--- src/rtl/adc_i2c_pkg.sv ---
package adc_i2c_pkg;

  typedef enum logic [2:0] {
    ST_IDLE     = 3'd0,
    ST_ADDR     = 3'd1,
    ST_ADDR_ACK = 3'd2,
    ST_RX       = 3'd3,
    ST_RX_ACK   = 3'd4,
    ST_TX       = 3'd5,
    ST_MACK     = 3'd6,
    ST_IGNORE   = 3'd7
  } busState_t;

  // Strobes from control to datapath
  typedef struct packed {
    logic shiftIn;   // take one SDA bit into the receive byte
    logic loadTx;    // snapshot the result into the transmit register
    logic shiftTx;   // advance the transmit register by one bit
    logic writeReg;  // commit the received byte to a control register
  } dpStrobe_t;

  localparam logic [1:0] NEG_GND  = 2'd0;
  localparam logic [1:0] NEG_AIN0 = 2'd1;
  localparam logic [1:0] NEG_AIN1 = 2'd2;

  function automatic logic [1:0] negFor(input logic sgl, input logic chan);
    if (sgl) return NEG_GND;
    return chan ? NEG_AIN0 : NEG_AIN1;
  endfunction

endpackage

--- src/rtl/adc_i2c_dpath.sv ---
module adc_i2c_dpath
  import adc_i2c_pkg::*;
#(
  parameter int DATA_W      = 8,
  parameter int RES_W       = 10,
  parameter int CLK_BIT     = 3,
  parameter int SYNC_STAGES = 2
) (
  input  logic              clk,
  input  logic              rstN,
  input  logic              scl,
  input  logic              sdaIn,
  input  logic [RES_W-1:0]  resIn,
  input  dpStrobe_t         strobe,
  output logic              sclRise,
  output logic              sclFall,
  output logic              startDet,
  output logic              stopDet,
  output logic              sdaS,
  output logic [DATA_W-1:0] rxByte,
  output logic              txBit,
  output logic [1:0]        scanSel,
  output logic              chanSel,
  output logic              singleEnded,
  output logic              extClock,
  output logic              muxPos,
  output logic [1:0]        muxNeg
);

  localparam int TX_W  = 2 * DATA_W;
  localparam int PAD_W = TX_W - RES_W;
  localparam int SEL_B = DATA_W - 1;

  logic [SYNC_STAGES-1:0] sclSync;
  logic [SYNC_STAGES-1:0] sdaSync;
  logic                   sclD;
  logic                   sdaD;
  logic                   sclS;
  logic [TX_W-1:0]        txReg;

  // Input synchronisers, idle-high reset
  always_ff @(posedge clk or negedge rstN) begin
    if (!rstN) begin
      sclSync <= '1;
      sdaSync <= '1;
      sclD    <= 1'b1;
      sdaD    <= 1'b1;
    end else begin
      sclSync <= {sclSync[SYNC_STAGES-2:0], scl};
      sdaSync <= {sdaSync[SYNC_STAGES-2:0], sdaIn};
      sclD    <= sclSync[SYNC_STAGES-1];
      sdaD    <= sdaSync[SYNC_STAGES-1];
    end
  end

  assign sclS     = sclSync[SYNC_STAGES-1];
  assign sdaS     = sdaSync[SYNC_STAGES-1];
  assign sclRise  = sclS & ~sclD;
  assign sclFall  = ~sclS & sclD;
  assign startDet = sclS & sclD & sdaD & ~sdaS;
  assign stopDet  = sclS & sclD & ~sdaD & sdaS;

  // Receive shifter
  always_ff @(posedge clk or negedge rstN) begin
    if (!rstN) rxByte <= '0;
    else if (strobe.shiftIn) rxByte <= {rxByte[DATA_W-2:0], sdaS};
  end

  // Transmit register: padded snapshot, rotating so the pair repeats
  always_ff @(posedge clk or negedge rstN) begin
    if (!rstN) txReg <= '1;
    else if (strobe.loadTx) txReg <= {{PAD_W{1'b1}}, resIn};
    else if (strobe.shiftTx) txReg <= {txReg[TX_W-2:0], txReg[TX_W-1]};
  end

  assign txBit = txReg[TX_W-1];

  // Control registers, routed by the top bit of the byte
  always_ff @(posedge clk or negedge rstN) begin
    if (!rstN) begin
      scanSel     <= 2'b00;
      chanSel     <= 1'b0;
      singleEnded <= 1'b1;
      extClock    <= 1'b0;
    end else if (strobe.writeReg) begin
      if (rxByte[SEL_B]) begin
        extClock <= rxByte[CLK_BIT];
      end else begin
        scanSel     <= rxByte[6:5];
        chanSel     <= rxByte[1];
        singleEnded <= rxByte[0];
      end
    end
  end

  assign muxPos = chanSel;
  assign muxNeg = negFor(singleEnded, chanSel);

endmodule

--- src/rtl/adc_i2c_ctrl.sv ---
module adc_i2c_ctrl
  import adc_i2c_pkg::*;
#(
  parameter int                ADDR_W     = 7,
  parameter int                DATA_W     = 8,
  parameter logic [ADDR_W-1:0] SLAVE_ADDR = 7'h36
) (
  input  logic              clk,
  input  logic              rstN,
  input  logic              sclRise,
  input  logic              sclFall,
  input  logic              startDet,
  input  logic              stopDet,
  input  logic              sdaS,
  input  logic [DATA_W-1:0] rxByte,
  input  logic              txBit,
  output dpStrobe_t         strobe,
  output logic              sdaOe,
  output busState_t         busState
);

  localparam int                CNT_W    = $clog2(DATA_W + 1);
  localparam logic [CNT_W-1:0]  BYTE_END = CNT_W'(DATA_W);

  logic [CNT_W-1:0] bitCnt;
  logic             masterAck;
  logic             addrHit;
  logic             isRead;
  logic             byteDone;

  assign addrHit  = (rxByte[DATA_W-1 -: ADDR_W] == SLAVE_ADDR);
  assign isRead   = rxByte[0];
  assign byteDone = (bitCnt == BYTE_END);

  always_ff @(posedge clk or negedge rstN) begin
    if (!rstN) begin
      busState  <= ST_IDLE;
      bitCnt    <= '0;
      masterAck <= 1'b0;
    end else if (startDet) begin
      busState <= ST_ADDR;
      bitCnt   <= '0;
    end else if (stopDet) begin
      busState <= ST_IDLE;
    end else begin
      unique case (busState)
        ST_ADDR, ST_RX, ST_TX: begin
          if (sclRise && !byteDone) bitCnt <= bitCnt + 1'b1;
          if (sclFall && byteDone) begin
            if (busState == ST_RX)      busState <= ST_RX_ACK;
            else if (busState == ST_TX) busState <= ST_MACK;
            else                        busState <= addrHit ? ST_ADDR_ACK : ST_IGNORE;
          end
        end
        ST_ADDR_ACK: begin
          if (sclFall) begin
            busState <= isRead ? ST_TX : ST_RX;
            bitCnt   <= '0;
          end
        end
        ST_RX_ACK: begin
          if (sclFall) begin
            busState <= ST_RX;
            bitCnt   <= '0;
          end
        end
        ST_MACK: begin
          if (sclRise) masterAck <= ~sdaS;
          if (sclFall) begin
            busState <= masterAck ? ST_TX : ST_IGNORE;
            bitCnt   <= '0;
          end
        end
        default: ;
      endcase
    end
  end

  always_comb begin
    strobe          = '0;
    strobe.shiftIn  = sclRise && !byteDone && (busState == ST_ADDR || busState == ST_RX);
    strobe.writeReg = sclFall && byteDone && (busState == ST_RX);
    strobe.loadTx   = sclFall && isRead && (busState == ST_ADDR_ACK);
    strobe.shiftTx  = sclFall && (bitCnt != '0) && (busState == ST_TX);
  end

  always_comb begin
    unique case (busState)
      ST_ADDR_ACK, ST_RX_ACK: sdaOe = 1'b1;
      ST_TX:                  sdaOe = ~txBit;
      default:                sdaOe = 1'b0;
    endcase
  end

endmodule

--- src/rtl/adc_i2c_slave.sv ---
module adc_i2c_slave
  import adc_i2c_pkg::*;
#(
  parameter int                ADDR_W      = 7,
  parameter int                DATA_W      = 8,
  parameter int                RES_W       = 10,
  parameter int                CLK_BIT     = 3,
  parameter int                SYNC_STAGES = 2,
  parameter logic [ADDR_W-1:0] SLAVE_ADDR  = 7'h36
) (
  input  logic             clk,
  input  logic             rstN,
  input  logic             scl,
  input  logic             sdaIn,
  output logic             sdaOe,
  input  logic [RES_W-1:0] convResult,
  output logic [1:0]       scanSel,
  output logic             chanSel,
  output logic             singleEnded,
  output logic             extClock,
  output logic             muxPos,
  output logic [1:0]       muxNeg
);

  dpStrobe_t         strobe;
  busState_t         busState;
  logic              sclRise;
  logic              sclFall;
  logic              startDet;
  logic              stopDet;
  logic              sdaS;
  logic              txBit;
  logic [DATA_W-1:0] rxByte;

  adc_i2c_dpath #(
    .DATA_W(DATA_W), .RES_W(RES_W), .CLK_BIT(CLK_BIT), .SYNC_STAGES(SYNC_STAGES)
  ) u_dpath (
    .clk(clk), .rstN(rstN), .scl(scl), .sdaIn(sdaIn), .resIn(convResult),
    .strobe(strobe), .sclRise(sclRise), .sclFall(sclFall),
    .startDet(startDet), .stopDet(stopDet), .sdaS(sdaS), .rxByte(rxByte),
    .txBit(txBit), .scanSel(scanSel), .chanSel(chanSel),
    .singleEnded(singleEnded), .extClock(extClock),
    .muxPos(muxPos), .muxNeg(muxNeg)
  );

  adc_i2c_ctrl #(
    .ADDR_W(ADDR_W), .DATA_W(DATA_W), .SLAVE_ADDR(SLAVE_ADDR)
  ) u_ctrl (
    .clk(clk), .rstN(rstN), .sclRise(sclRise), .sclFall(sclFall),
    .startDet(startDet), .stopDet(stopDet), .sdaS(sdaS), .rxByte(rxByte),
    .txBit(txBit), .strobe(strobe), .sdaOe(sdaOe), .busState(busState)
  );

endmodule

--- config.mk ---
export PLATFORM = sky130hd
export DESIGN_NAME = adc_i2c_slave
export DESIGN_NICKNAME = d
export VERILOG_FILES = /design/src/rtl/adc_i2c_pkg.sv /design/src/rtl/adc_i2c_dpath.sv /design/src/rtl/adc_i2c_ctrl.sv /design/src/rtl/adc_i2c_slave.sv
export SDC_FILE = /design/constraint.sdc
export NUM_CORES = 1
export LEC_CHECK = 0
export BUFFER_PORTS_ARGS = -buffer_cell sky130_fd_sc_hd__buf_2
export CAP_MARGIN = 20
export CORE_MARGIN = 3
export CORE_UTILIZATION = 52
export CTS_CLUSTER_DIAMETER = 200
export DETAILED_ROUTE_END_ITERATION = 8
export PLACE_DENSITY = 0.76
export REMOVE_ABC_BUFFERS = 1
export SYNTH_ARGS = -nofsm -noshare
export SYNTH_HDL_FRONTEND = slang
export SYNTH_SLANG_ARGS = --single-unit
--- constraint.sdc ---
create_clock -name clk -period 1.8 [get_ports clk]
set_input_delay 0.36 -clock clk [delete_from_list [all_inputs] [get_ports clk]]
set_output_delay 0.36 -clock clk [all_outputs]
set_load 0.01 [all_outputs]
==> key figures <==
Outcome
  – Status: complete, no violations

Layout
  – Share of cells above drive strength 1: ~44%
  – Commonest non-fill, non-tap cell in the layout: dfstp_2
  – Finished layout cell area: approximately 2500 um2
  – Non-Filler Instances: approximately 260
  – Commonest non-fill, non-tap cells in the layout: 23 x dfstp_2, 22 x buf_2, 18 x dfrtp_1, 13 x nand2_1, 13 x mux2_2
  – N_diodes: 0
  – Final Util: between 60% and 70%
  – Area Growth Syn to Fin: 20.27%
  – Nets@finish: 229

Yosys
  – Synthesized instance count: roughly 180
  – Yosys warns: 0
  – EDFF count, synth: 0
  – Top_reg_cell synth: dfstp_2
  – Syn Area/Cell: about 12 um2
  – Post-synthesis sequential area ratio: roughly 54%
  – Synth Cell Area: roughly 2000 um2
  – Post-synth cell types: 45
  – Async SR Flop Fraction: 100.0%
  – Register bit count reported by yosys: 43

GRT
  – Grt ovf: 0
  – Vias in the first global route: about 1400
  – Global-route wire length before repair: around 6500 um
  – Largest net degree at the start of global routing: 44
  – Initial antenna violation count: 0
  – Total global-route track usage: around a fifth

STA
  – Max Fclk: 0.5811 GHz
  – Final period utilization: a little over nine tenths
  – Final Setup Violations: 0
  – Max-slew violations: 0
  – Rel. slew slack: ~67%
  – Final Hold Viols: 0
  – Clock skew: between 0.01 and 0.015 ns
  – Final Worst Setup Slack: 0.07909 ns
  – Period minus WS final: ~1.7 ns
  – Least-Margin Pin Slew: between 0.5 and 0.6 ns

Detailed routing
  – Detail Route Antenna Nets: 0
  – Iter 0 DRT Violations: between 100 and 150
  – Wire per inst: approximately 16 um
  – Via count: 1519
  – DRT Pass-1 Iters: 4
  – Vias/cell: 5.798
  – DRC errors left: 0
  – Final wirelength: 4082 um

Die
  – Core area: 3744 um2
  – Die W: 68.78 um
  – Row Count: 22
  – Starting density of the core: between 50% and 60%
  – Die height: 68.78 um
  – # IOs: 23
  – Die ar.: 4731 um2

Place
  – # port buffers: 22
  – Post-Place Setup Slack: -0.07033 ns
  – Dpl cells: ~250
  – RePlAce Congestion: 0.8929
  – Detailed placement HPWL: 2792 um
  – DP Area: between 2000 and 2500 um2

Clocking
  – TritonCTS buffer count: 5
  – Clock buffer depth: 2
  – Root Buffer: clkbuf_8
  – CTS tree: yes
  – Hold-fix buffers at CTS: 0
  – Clock sinks: 43
  – Reg clk slew, reported paths: roughly 0.090 ns
  – H-tree levels: 2
  – Worst-skew pair later-pin latency: 0.31 ns

Critical path
  – Worst path required time: 2.00 ns
  – CP max FO: 7
  – WP data arrival: between 1.5 and 2 ns
  – Critical path startpoint category: flip-flop
  – CP endpoint kind: flip-flop
  – Critical path class: flip-flop to flip-flop

Pwr
  – Worst vdd ir: approximately 730 uV
  – Static Leak: between 1 and 1.5 nW
  – Pwr Density: about 1400 nW/um2

Hold path
  – Hold Crit Class: input port to asynchronous set/reset pin

Run
  – Max Cap Violations: 0
-- per-layer routing --
metal | up-vias | wire [um] | track usage [%]
li1 | 717 | - | -
met1 | 753 | 1806 | 23.74
met2 | 40 | 1984 | 29.80
met3 | 9 | 204 | 6.159
met4 | 0 | 86 | 8.273
met5 | - | 0 | 0
-- final timing paths --
check	from	to	slack, ns	depth (start not counted)
max	u_ctrl.busState[1]	u_ctrl.busState[2]	0.08	5
min	rstN	u_dpath.scanSel[1]	0.10	2
max reg2reg	u_ctrl.busState[1]	u_ctrl.busState[2]	0.08	5
min reg2reg	u_dpath.sdaSync[0]	u_dpath.sdaSync[1]	0.35	0
max in group asynchronous	rstN	u_dpath.sclSync[1]	1.33	2
min in group clk	sdaIn	u_dpath.sdaSync[0]	0.15	1
-- stage by stage --
step / hold WS (ns) / setup TNS [ns] / total power, W
4_1_cts: 0.1179 / 0 / 0.003380
5_1_grt: 0.1398 / -0.01969 / 0.003654
2_1_floorplan: 0.06441 / 0 / 0.002214
6_report: 0.1003 / 0 / 0.003455
3_5_place_dp: 0.3498 / -0.2154 / 0.002618
3_3_place_gp: 0.3464 / -0.02436 / 0.002558
-- state kept, by name (all words and copies together), names as in the netlist --
signal	count
u_dpath.sdaSync	2
u_dpath.sdaD	1
u_dpath.scanSel	2
u_dpath.singleEnded	1
u_dpath.txReg	16
u_dpath.sclSync	2
u_ctrl.busState	3
u_ctrl.masterAck	1
u_dpath.sclD	1
u_dpath.chanSel	1
u_ctrl.bitCnt	4
u_dpath.extClock	1
u_dpath.rxByte	8
-- cell families (layout without fill, tap and decap cells) --
logic type | after synthesis | count (layout) | synth area share (%)
buffers and inverters | 10 | 49 | 2.625
AND/OR/NAND/NOR | 58 | 58 | 16.61
adder cells (fa/ha/maj) | 2 | 2 | 1.221
AO/OA/AOI/OAI | 42 | 42 | 15.20
multiplexers | 18 | 18 | 9.585
XOR/XNOR | 2 | 2 | 0.8549
flip-flops | 43 | 43 | 53.91
-- final cells by class --
| class | count | area [um2] |
|---|---|---|
| fillers | 311 | 1279 |
| flip-flops and latches | 43 | 1107 |
| multi-input cells | 122 | 923.4 |
| repair buffers | 37 | 242.7 |
| clock buffers | 7 | 107.6 |
| well taps | 48 | 60.06 |
| inverters | 4 | 15.01 |
| clock inverters | 1 | 8.758 |
-- cell usage after synthesis, types with 3 or more instances --
cell type,instances,share of area (%)
inv_1,4,0.73
mux2_2,13,7.1
dfrtp_1,20,24
a21oi_1,3,0.73
a22o_1,9,3.8
nand4b_1,3,1.3
dfstp_2,23,29
nor2_1,7,1.3
o21ai_0,7,1.7
buf_2,4,0.98
nand2_1,13,2.4
a21o_1,9,3.3
mux2i_1,5,2.4
nand3_1,9,2.2
nand3b_1,3,1.1
-- critical path, cell delays in order (launching register included) --
cell and delay [ns]:
dfrtp_2 0.47, buf_4 0.18, or2_2 0.29, a2111oi_0 0.43
o21a_1 0.20, a211oi_1 0.05
-- repair_timing --
| item | in CTS | in global routing |
|---|---|---|
| setup endpoints to repair | 5 | 16 |
| setup buffers | 0 | 1 |
| gates resized for setup | 3 | 6 |
| gates cloned | 0 | 0 |
| pin swaps | 0 | 3 |
| endpoints found under the hold margin | 0 | 0 |
-- where the power goes --
part           switching, W  internal [W]
Sequential         0.000252       0.00134
Clock              0.000348      0.000400
Combinational      0.000576      0.000543
Power figures use the tool's default switching activity.
